===== src/rtl/gpio_port_pkg.sv =====
package gpio_port_pkg;

    // Byte offsets inside one group window
    localparam logic [6:0] OFS_DIR  = 7'h00;
    localparam logic [6:0] OFS_OUT  = 7'h10;
    localparam logic [6:0] OFS_CLR  = 7'h14;
    localparam logic [6:0] OFS_PEN  = 7'h40;
    localparam int         WIN_BITS = 7;      // 0x80 bytes per group
    localparam int         DATA_W   = 32;

    typedef enum logic [2:0] {
        RK_DIR,
        RK_OUT,
        RK_CLR,
        RK_PEN,
        RK_NONE
    } reg_kind_e;

    typedef struct packed {
        logic oe;
        logic level;
        logic pull_en;
        logic pull_up;
    } pad_ctl_t;

    // Pad control for one pin from its three register bits
    function automatic pad_ctl_t pad_ctl_f(input logic dir, input logic outv, input logic pen);
        pad_ctl_t c;
        c.oe      = dir;
        c.level   = dir & outv;
        c.pull_en = ~dir & pen;
        c.pull_up = ~dir & pen & outv;
        return c;
    endfunction

    function automatic reg_kind_e ofs_kind_f(input logic [6:0] ofs);
        reg_kind_e k;
        case (ofs)
            OFS_DIR: k = RK_DIR;
            OFS_OUT: k = RK_OUT;
            OFS_CLR: k = RK_CLR;
            OFS_PEN: k = RK_PEN;
            default: k = RK_NONE;
        endcase
        return k;
    endfunction

endpackage


===== src/rtl/gpio_addr_dec.sv =====
module gpio_addr_dec
    import gpio_port_pkg::*;
#(
    parameter int N_GROUPS = 3,
    parameter int ADDR_W   = 10,
    localparam int GRP_W   = ADDR_W - WIN_BITS
) (
    input  logic [ADDR_W-1:0] addr,
    output logic [GRP_W-1:0]  grp,
    output reg_kind_e         kind
);
    logic grp_ok;
    logic aligned;

    assign grp     = addr[ADDR_W-1:WIN_BITS];
    assign grp_ok  = (int'(grp) < N_GROUPS);
    assign aligned = (addr[1:0] == 2'b00);

    always_comb begin
        if (grp_ok && aligned) kind = ofs_kind_f(addr[WIN_BITS-1:0]);
        else                   kind = RK_NONE;
    end
endmodule


===== src/rtl/gpio_group.sv =====
module gpio_group
    import gpio_port_pkg::*;
#(
    parameter int PINS = 32
) (
    input  logic              clk,
    input  logic              rst,
    input  logic              wr_sel,
    input  logic              wprot,
    input  reg_kind_e         kind,
    input  logic [PINS-1:0]   wdata,
    output logic [PINS-1:0]   dir_q,
    output logic [PINS-1:0]   out_q,
    output logic [PINS-1:0]   pen_q,
    output logic [PINS-1:0]   pad_oe,
    output logic [PINS-1:0]   pad_level,
    output logic [PINS-1:0]   pad_pull_en,
    output logic [PINS-1:0]   pad_pull_up
);
    logic wr_ok;
    assign wr_ok = wr_sel & ~wprot;

    always_ff @(posedge clk) begin
        if (rst) begin
            dir_q <= '0;
            out_q <= '0;
            pen_q <= '0;
        end else if (wr_ok) begin
            case (kind)
                RK_DIR:  dir_q <= wdata;
                RK_OUT:  out_q <= wdata;
                RK_CLR:  out_q <= out_q & ~wdata;
                RK_PEN:  pen_q <= wdata;
                default: ;
            endcase
        end
    end

    for (genvar i = 0; i < PINS; i++) begin : g_pin
        pad_ctl_t ctl;
        assign ctl            = pad_ctl_f(dir_q[i], out_q[i], pen_q[i]);
        assign pad_oe[i]      = ctl.oe;
        assign pad_level[i]   = ctl.level;
        assign pad_pull_en[i] = ctl.pull_en;
        assign pad_pull_up[i] = ctl.pull_up;
    end


    clr_clears_chk: assert property (@(posedge clk) disable iff (rst)
        (wr_sel && !wprot && kind == RK_CLR) |=> ((out_q & $past(wdata)) == '0));

    clr_keeps_chk: assert property (@(posedge clk) disable iff (rst)
        (wr_sel && !wprot && kind == RK_CLR) |=>
        ((out_q & ~$past(wdata)) == ($past(out_q) & ~$past(wdata))));

    prot_hold_chk: assert property (@(posedge clk) disable iff (rst)
        (wr_sel && wprot) |=> ($stable(out_q) && $stable(dir_q) && $stable(pen_q)));

    pull_up_needs_en_chk: assert property (@(posedge clk) disable iff (rst)
        ((pad_pull_up & ~pad_pull_en) == '0));

    drive_pull_excl_chk: assert property (@(posedge clk) disable iff (rst)
        ((pad_oe & pad_pull_en) == '0));
endmodule


===== src/rtl/gpio_port_bank.sv =====
module gpio_port_bank
    import gpio_port_pkg::*;
#(
    parameter int N_GROUPS = 3,
    parameter int PINS     = 32,
    parameter int ADDR_W   = 10,
    localparam int GRP_W   = ADDR_W - WIN_BITS,
    localparam int NPIN    = N_GROUPS * PINS
) (
    input  logic              clk,
    input  logic              rst,
    input  logic              bus_sel,
    input  logic              bus_we,
    input  logic [ADDR_W-1:0] bus_addr,
    input  logic [DATA_W-1:0] bus_wdata,
    input  logic              bus_wprot,
    output logic [DATA_W-1:0] bus_rdata,
    output logic [NPIN-1:0]   pad_oe,
    output logic [NPIN-1:0]   pad_level,
    output logic [NPIN-1:0]   pad_pull_en,
    output logic [NPIN-1:0]   pad_pull_up
);
    logic [GRP_W-1:0] grp;
    reg_kind_e        kind;

    gpio_addr_dec #(.N_GROUPS(N_GROUPS), .ADDR_W(ADDR_W)) u_dec (
        .addr (bus_addr),
        .grp  (grp),
        .kind (kind)
    );

    logic [PINS-1:0] dir_w [N_GROUPS];
    logic [PINS-1:0] out_w [N_GROUPS];
    logic [PINS-1:0] pen_w [N_GROUPS];

    for (genvar g = 0; g < N_GROUPS; g++) begin : g_grp
        logic wr_sel;
        assign wr_sel = bus_sel & bus_we & (grp == GRP_W'(g)) & (kind != RK_NONE);

        gpio_group #(.PINS(PINS)) u_grp (
            .clk         (clk),
            .rst         (rst),
            .wr_sel      (wr_sel),
            .wprot       (bus_wprot),
            .kind        (kind),
            .wdata       (bus_wdata[PINS-1:0]),
            .dir_q       (dir_w[g]),
            .out_q       (out_w[g]),
            .pen_q       (pen_w[g]),
            .pad_oe      (pad_oe[g*PINS +: PINS]),
            .pad_level   (pad_level[g*PINS +: PINS]),
            .pad_pull_en (pad_pull_en[g*PINS +: PINS]),
            .pad_pull_up (pad_pull_up[g*PINS +: PINS])
        );
    end

    // Read word selection; the clear alias reads back the output word
    logic [DATA_W-1:0] rd_word;
    always_comb begin
        rd_word = '0;
        for (int g = 0; g < N_GROUPS; g++) begin
            if (grp == GRP_W'(g)) begin
                case (kind)
                    RK_DIR:         rd_word = DATA_W'(dir_w[g]);
                    RK_OUT, RK_CLR: rd_word = DATA_W'(out_w[g]);
                    RK_PEN:         rd_word = DATA_W'(pen_w[g]);
                    default:        rd_word = '0;
                endcase
            end
        end
    end

    always_ff @(posedge clk) begin
        if (rst)                     bus_rdata <= '0;
        else if (bus_sel && !bus_we) bus_rdata <= rd_word;
    end


    unmapped_rd_zero_chk: assert property (@(posedge clk) disable iff (rst)
        (bus_sel && !bus_we && kind == RK_NONE) |=> (bus_rdata == '0));

    rdata_hold_chk: assert property (@(posedge clk) disable iff (rst)
        !(bus_sel && !bus_we) |=> $stable(bus_rdata));
endmodule


===== config.mk =====
export PLATFORM = sky130hd
export DESIGN_NAME = gpio_port_bank
export DESIGN_NICKNAME = d
export VERILOG_FILES = /design/src/rtl/gpio_port_pkg.sv /design/src/rtl/gpio_addr_dec.sv /design/src/rtl/gpio_group.sv /design/src/rtl/gpio_port_bank.sv
export SDC_FILE = /design/constraint.sdc
export NUM_CORES = 1
export LEC_CHECK = 0
export ABC_AREA = 1
export ABC_CLOCK_PERIOD_IN_PS = 3650
export BUFFER_PORTS_ARGS = -buffer_cell sky130_fd_sc_hd__buf_2
export CORE_UTILIZATION = 55
export DETAILED_ROUTE_END_ITERATION = 7
export HOLD_SLACK_MARGIN = 0.1
export PLACE_DENSITY = 0.82
export SLEW_MARGIN = 10
export SYNTH_ARGS = -nofsm -noshare
export SYNTH_HDL_FRONTEND = slang
export SYNTH_HIERARCHICAL = 1
export SYNTH_SLANG_ARGS = --single-unit

===== constraint.sdc =====
create_clock -name clk -period 3.65 [get_ports clk]
set_input_delay 0.73 -clock clk [delete_from_list [all_inputs] [get_ports clk]]
set_output_delay 0.73 -clock clk [all_outputs]
set_load 0.01 [all_outputs]

==> flow_metrics.env <==
export IMPL_slew_viol_final=0
export IMPL_cp_arrival_ns=3.31
export IMPL_drive_above_1_share_pct=16.98
export IMPL_cts_setup_buffers=0
export IMPL_cp_end_kind="flop"
export IMPL_coreArea_mm2=0.03463
export IMPL_via_per_inst=5.342
export IMPL_synth_top_area_cell="dfxtp_1"
export IMPL_grt_pass1_wl_mm=106.2
export IMPL_setup_viol=0
export IMPL_synth_top_cell_area_share_pct=33.08
export IMPL_period_needed_ns=2.867
export IMPL_diodes=0
export IMPL_fin_nets=3679
export IMPL_drcViolationCount=0
export IMPL_status="complete, no violations"
export IMPL_clock_path_buffers=3
export IMPL_wl_per_cell_um=16.93
export IMPL_layout_area_seq_mm2=0.006406
export IMPL_ys_seq_area_share_pct=33.08
export IMPL_ir_drop_mv=0.2434
export IMPL_cts_hold_fix_buffers=0
export IMPL_min_period_over_period_pct=78.55
export IMPL_cts_tree="built"
export IMPL_clock_sinks=320
export IMPL_place_area_mm2=0.02113
export IMPL_grt_usage_pct=37.68
export IMPL_syn_to_final_growth_pct=15.27
export IMPL_fill_cells=3358
export IMPL_fin_area_mm2=0.02233
export IMPL_synth_distinct_cells=27
export IMPL_preCtsSetupSlack_ns=0.4167
export IMPL_crit_path_max_fanout=45
export IMPL_clk_pin_slew_ns=0.06
export IMPL_cts_root_buf="clkbuf_16"
export IMPL_die_w_um=189.7
export IMPL_finalHoldViolCount=0
export IMPL_post_cts_resized_instances=0
export IMPL_antenna_left=0
export IMPL_die_y_um=189.7
export IMPL_synth_cells=3353
export IMPL_yosys_top_cells_area="dfxtp_1 33%, nand2_1 18%, nor2_1 16%, inv_1 7.5%, o21ai_0 5.1%"
export IMPL_fin_setup_tns_ns=0
export IMPL_power_uw=7491
export IMPL_required_ns=4.09
export IMPL_via_count=21970
export IMPL_initial_core_util_pct=55.93
export IMPL_p_leak_uw=0.01192
export IMPL_gp_congestion=0.9320
export IMPL_syn_nets=3400
export IMPL_worst_slew_pin_slew_ns=0.6757
export IMPL_grt_start_max_net_pins=97
export IMPL_fin_skew_ns=0.01464
export IMPL_maxSlewHeadroom_pct=54.89
export IMPL_finalWorstSetupSlack_ns=0.7829
export IMPL_syn_cell_area_mm2=0.01937
export IMPL_cts_made_buffers=36
export IMPL_totalWireLength_mm=69.64
export IMPL_utilization_pct=64.47
export IMPL_dp_hpwl_mm=47.69
export IMPL_dr_pass1_iters=5
export IMPL_crit_path_start_kind="input port"
export IMPL_first_iter_violations=2166
export IMPL_max_freq_ghz=0.3488
export IMPL_clock_latency_ns=0.51
export IMPL_dieArea_mm2=0.03597
export IMPL_num_rows=68
export IMPL_yosysWarnings=6
export IMPL_synth_seq_cells=320
export IMPL_critPathKind="in -> reg"
export IMPL_hp_class="reg -> reg"
export IMPL_ios=463
export IMPL_port_buffers=462
export IMPL_power_density_mw_per_mm2=335.5
export IMPL_drv_cap=0
export IMPL_antenna_found_initial=0
export IMPL_multi_input_area_mm2=0.009803
export IMPL_grt_setup_unrepaired="false"
export IMPL_syn_avg_cell_area_um2=5.776
export IMPL_cts_htree_levels=2
export IMPL_grt_pass1_vias=19210
export IMPL_overflow=0
Yosys cell counts:
library cell,instances
nand2_2,6
buf_6,17
nand4_1,31
nand3_2,7
clkinv_1,1
nor2_4,3
o21ai_0,197
nor4_1,1
buf_1,4
nor3_2,1
nand2_1,909
clkbuf_1,71
buf_4,124
a21oi_2,1
o211ai_1,1
nor3_1,98
nand2_4,1
nor2_1,838
dfxtp_1,320
inv_1,387
buf_2,54
a31oi_1,20
inv_2,18
nand3_1,195
o21ai_1,9
nor2_2,7
a21oi_1,32
layer usage:
| layer | vias up | share of wire (%) | global-route usage, % | wire length, um |
|---|---|---|---|---|
| met3 | 252 | 9.4 | 3.837 | 6547 |
| met2 | 1323 | 47 | 64.20 | 32650 |
| met4 | 0 | 6.1 | 22.27 | 4263 |
| met5 | - | 0 | 0 | 0 |
| met1 | 9723 | 38 | 46.05 | 26180 |
| li1 | 10670 | - | - | - |
where the power goes:
part | leakage (uW) | switching [uW] | total, uW | internal (uW)
Clock | 0.000597 | 1460 | 3630 | 2170
Combinational | 0.00875 | 273 | 366 | 92.7
Sequential | 0.00258 | 0.0437 | 3490 | 3490
Total | 0.0119 | 1740 | 7490 | 5750
worst max-delay path, cell delays in order:
cell	delay, ns
buf_2	0.11
nor2_2	0.16
nand2_2	0.08
nor2_4	0.10
inv_2	0.07
a21oi_4	0.13
buf_4	0.52
nand2_4	0.13
nor2_4	0.15
buf_4	0.40
nand2_1	0.11
nand2_1	0.07
inv_1	0.05
a31oi_1	0.25
nand2_1	0.09
a21oi_1	0.12
cell families (layout without fill, tap and decap cells):
logic type             count (synthesis)  count (layout)  synth area share (%)
AOI/OAI and AO/OA                    260             260                 6.880
buffers and inverters                676             981                 16.51
DFF                                  320             320                 33.08
and+or+nand+nor                     2097            2097                 43.53
cell type report:
type / count / share of cell area [%]
Multi-Input combinational cell: 2357 / 43.91
Sequential cell: 320 / 28.69
Timing Repair Buffer: 511 / 12.68
Inverter: 406 / 6.826
Clock buffer: 53 / 4.954
Tap cell: 455 / 2.550
Clock inverter: 11 / 0.3867
state kept, by name (all words and copies together) (netlist names):
signal / count
g_grp.u_grp/out_q: 96
g_grp.u_grp/dir_q: 96
bus_rdata: 32
g_grp.u_grp/pen_q: 96
stage by stage:
step           instances  hold WS, ns
2_1_floorplan       3353       0.4759
3_3_place_gp        4049       0.4529
3_5_place_dp        4049       0.4529
4_1_cts             4113       0.4625
5_1_grt             4113       0.4808
6_report            4113       0.4633
cell usage in the layout, fill, tap and decap left out, types with 2 or more instances in the layout:
| master | Yosys | final |
|---|---|---|
| buf_4 | 124 | 37 |
| inv_2 | 18 | 21 |
| inv_1 | 387 | 384 |
| nor3_2 | 1 | 2 |
| clkbuf_8 | 0 | 12 |
| o21ai_1 | 9 | 9 |
| nand4_1 | 31 | 31 |
| clkinv_2 | 0 | 8 |
| nor2_4 | 3 | 7 |
| a31oi_1 | 20 | 20 |
| o21ai_0 | 197 | 197 |
| nand3_2 | 7 | 8 |
| a21oi_1 | 32 | 32 |
| nand3_1 | 195 | 194 |
| nor3_1 | 98 | 97 |
| nand2_2 | 6 | 6 |
| nand2_1 | 909 | 909 |
| buf_2 | 54 | 462 |
| clkbuf_16 | 0 | 37 |
| dfxtp_1 | 320 | 320 |
| clkbuf_1 | 71 | 4 |
| nor2_1 | 838 | 837 |
| nor2_2 | 7 | 4 |
| buf_12 | 0 | 12 |
final timing paths:
path                                                       startpoint                    endpoint  slack (ns)  depth (start not counted)
worst max-delay path                                      bus_addr[1]   bus_rdata[9]$_SDFFE_PP0P_        0.78                         16
worst min-delay path                        bus_rdata[3]$_SDFFE_PP0P_   bus_rdata[3]$_SDFFE_PP0P_        0.46                          2
worst min register to register              bus_rdata[3]$_SDFFE_PP0P_   bus_rdata[3]$_SDFFE_PP0P_        0.46                          2
worst max register to register  g_grp[1].u_grp/dir_q[29]$_SDFFE_PP0P_  bus_rdata[29]$_SDFFE_PP0P_        2.32                          6
No activity file was read; power rests on OpenSTA's default activity.
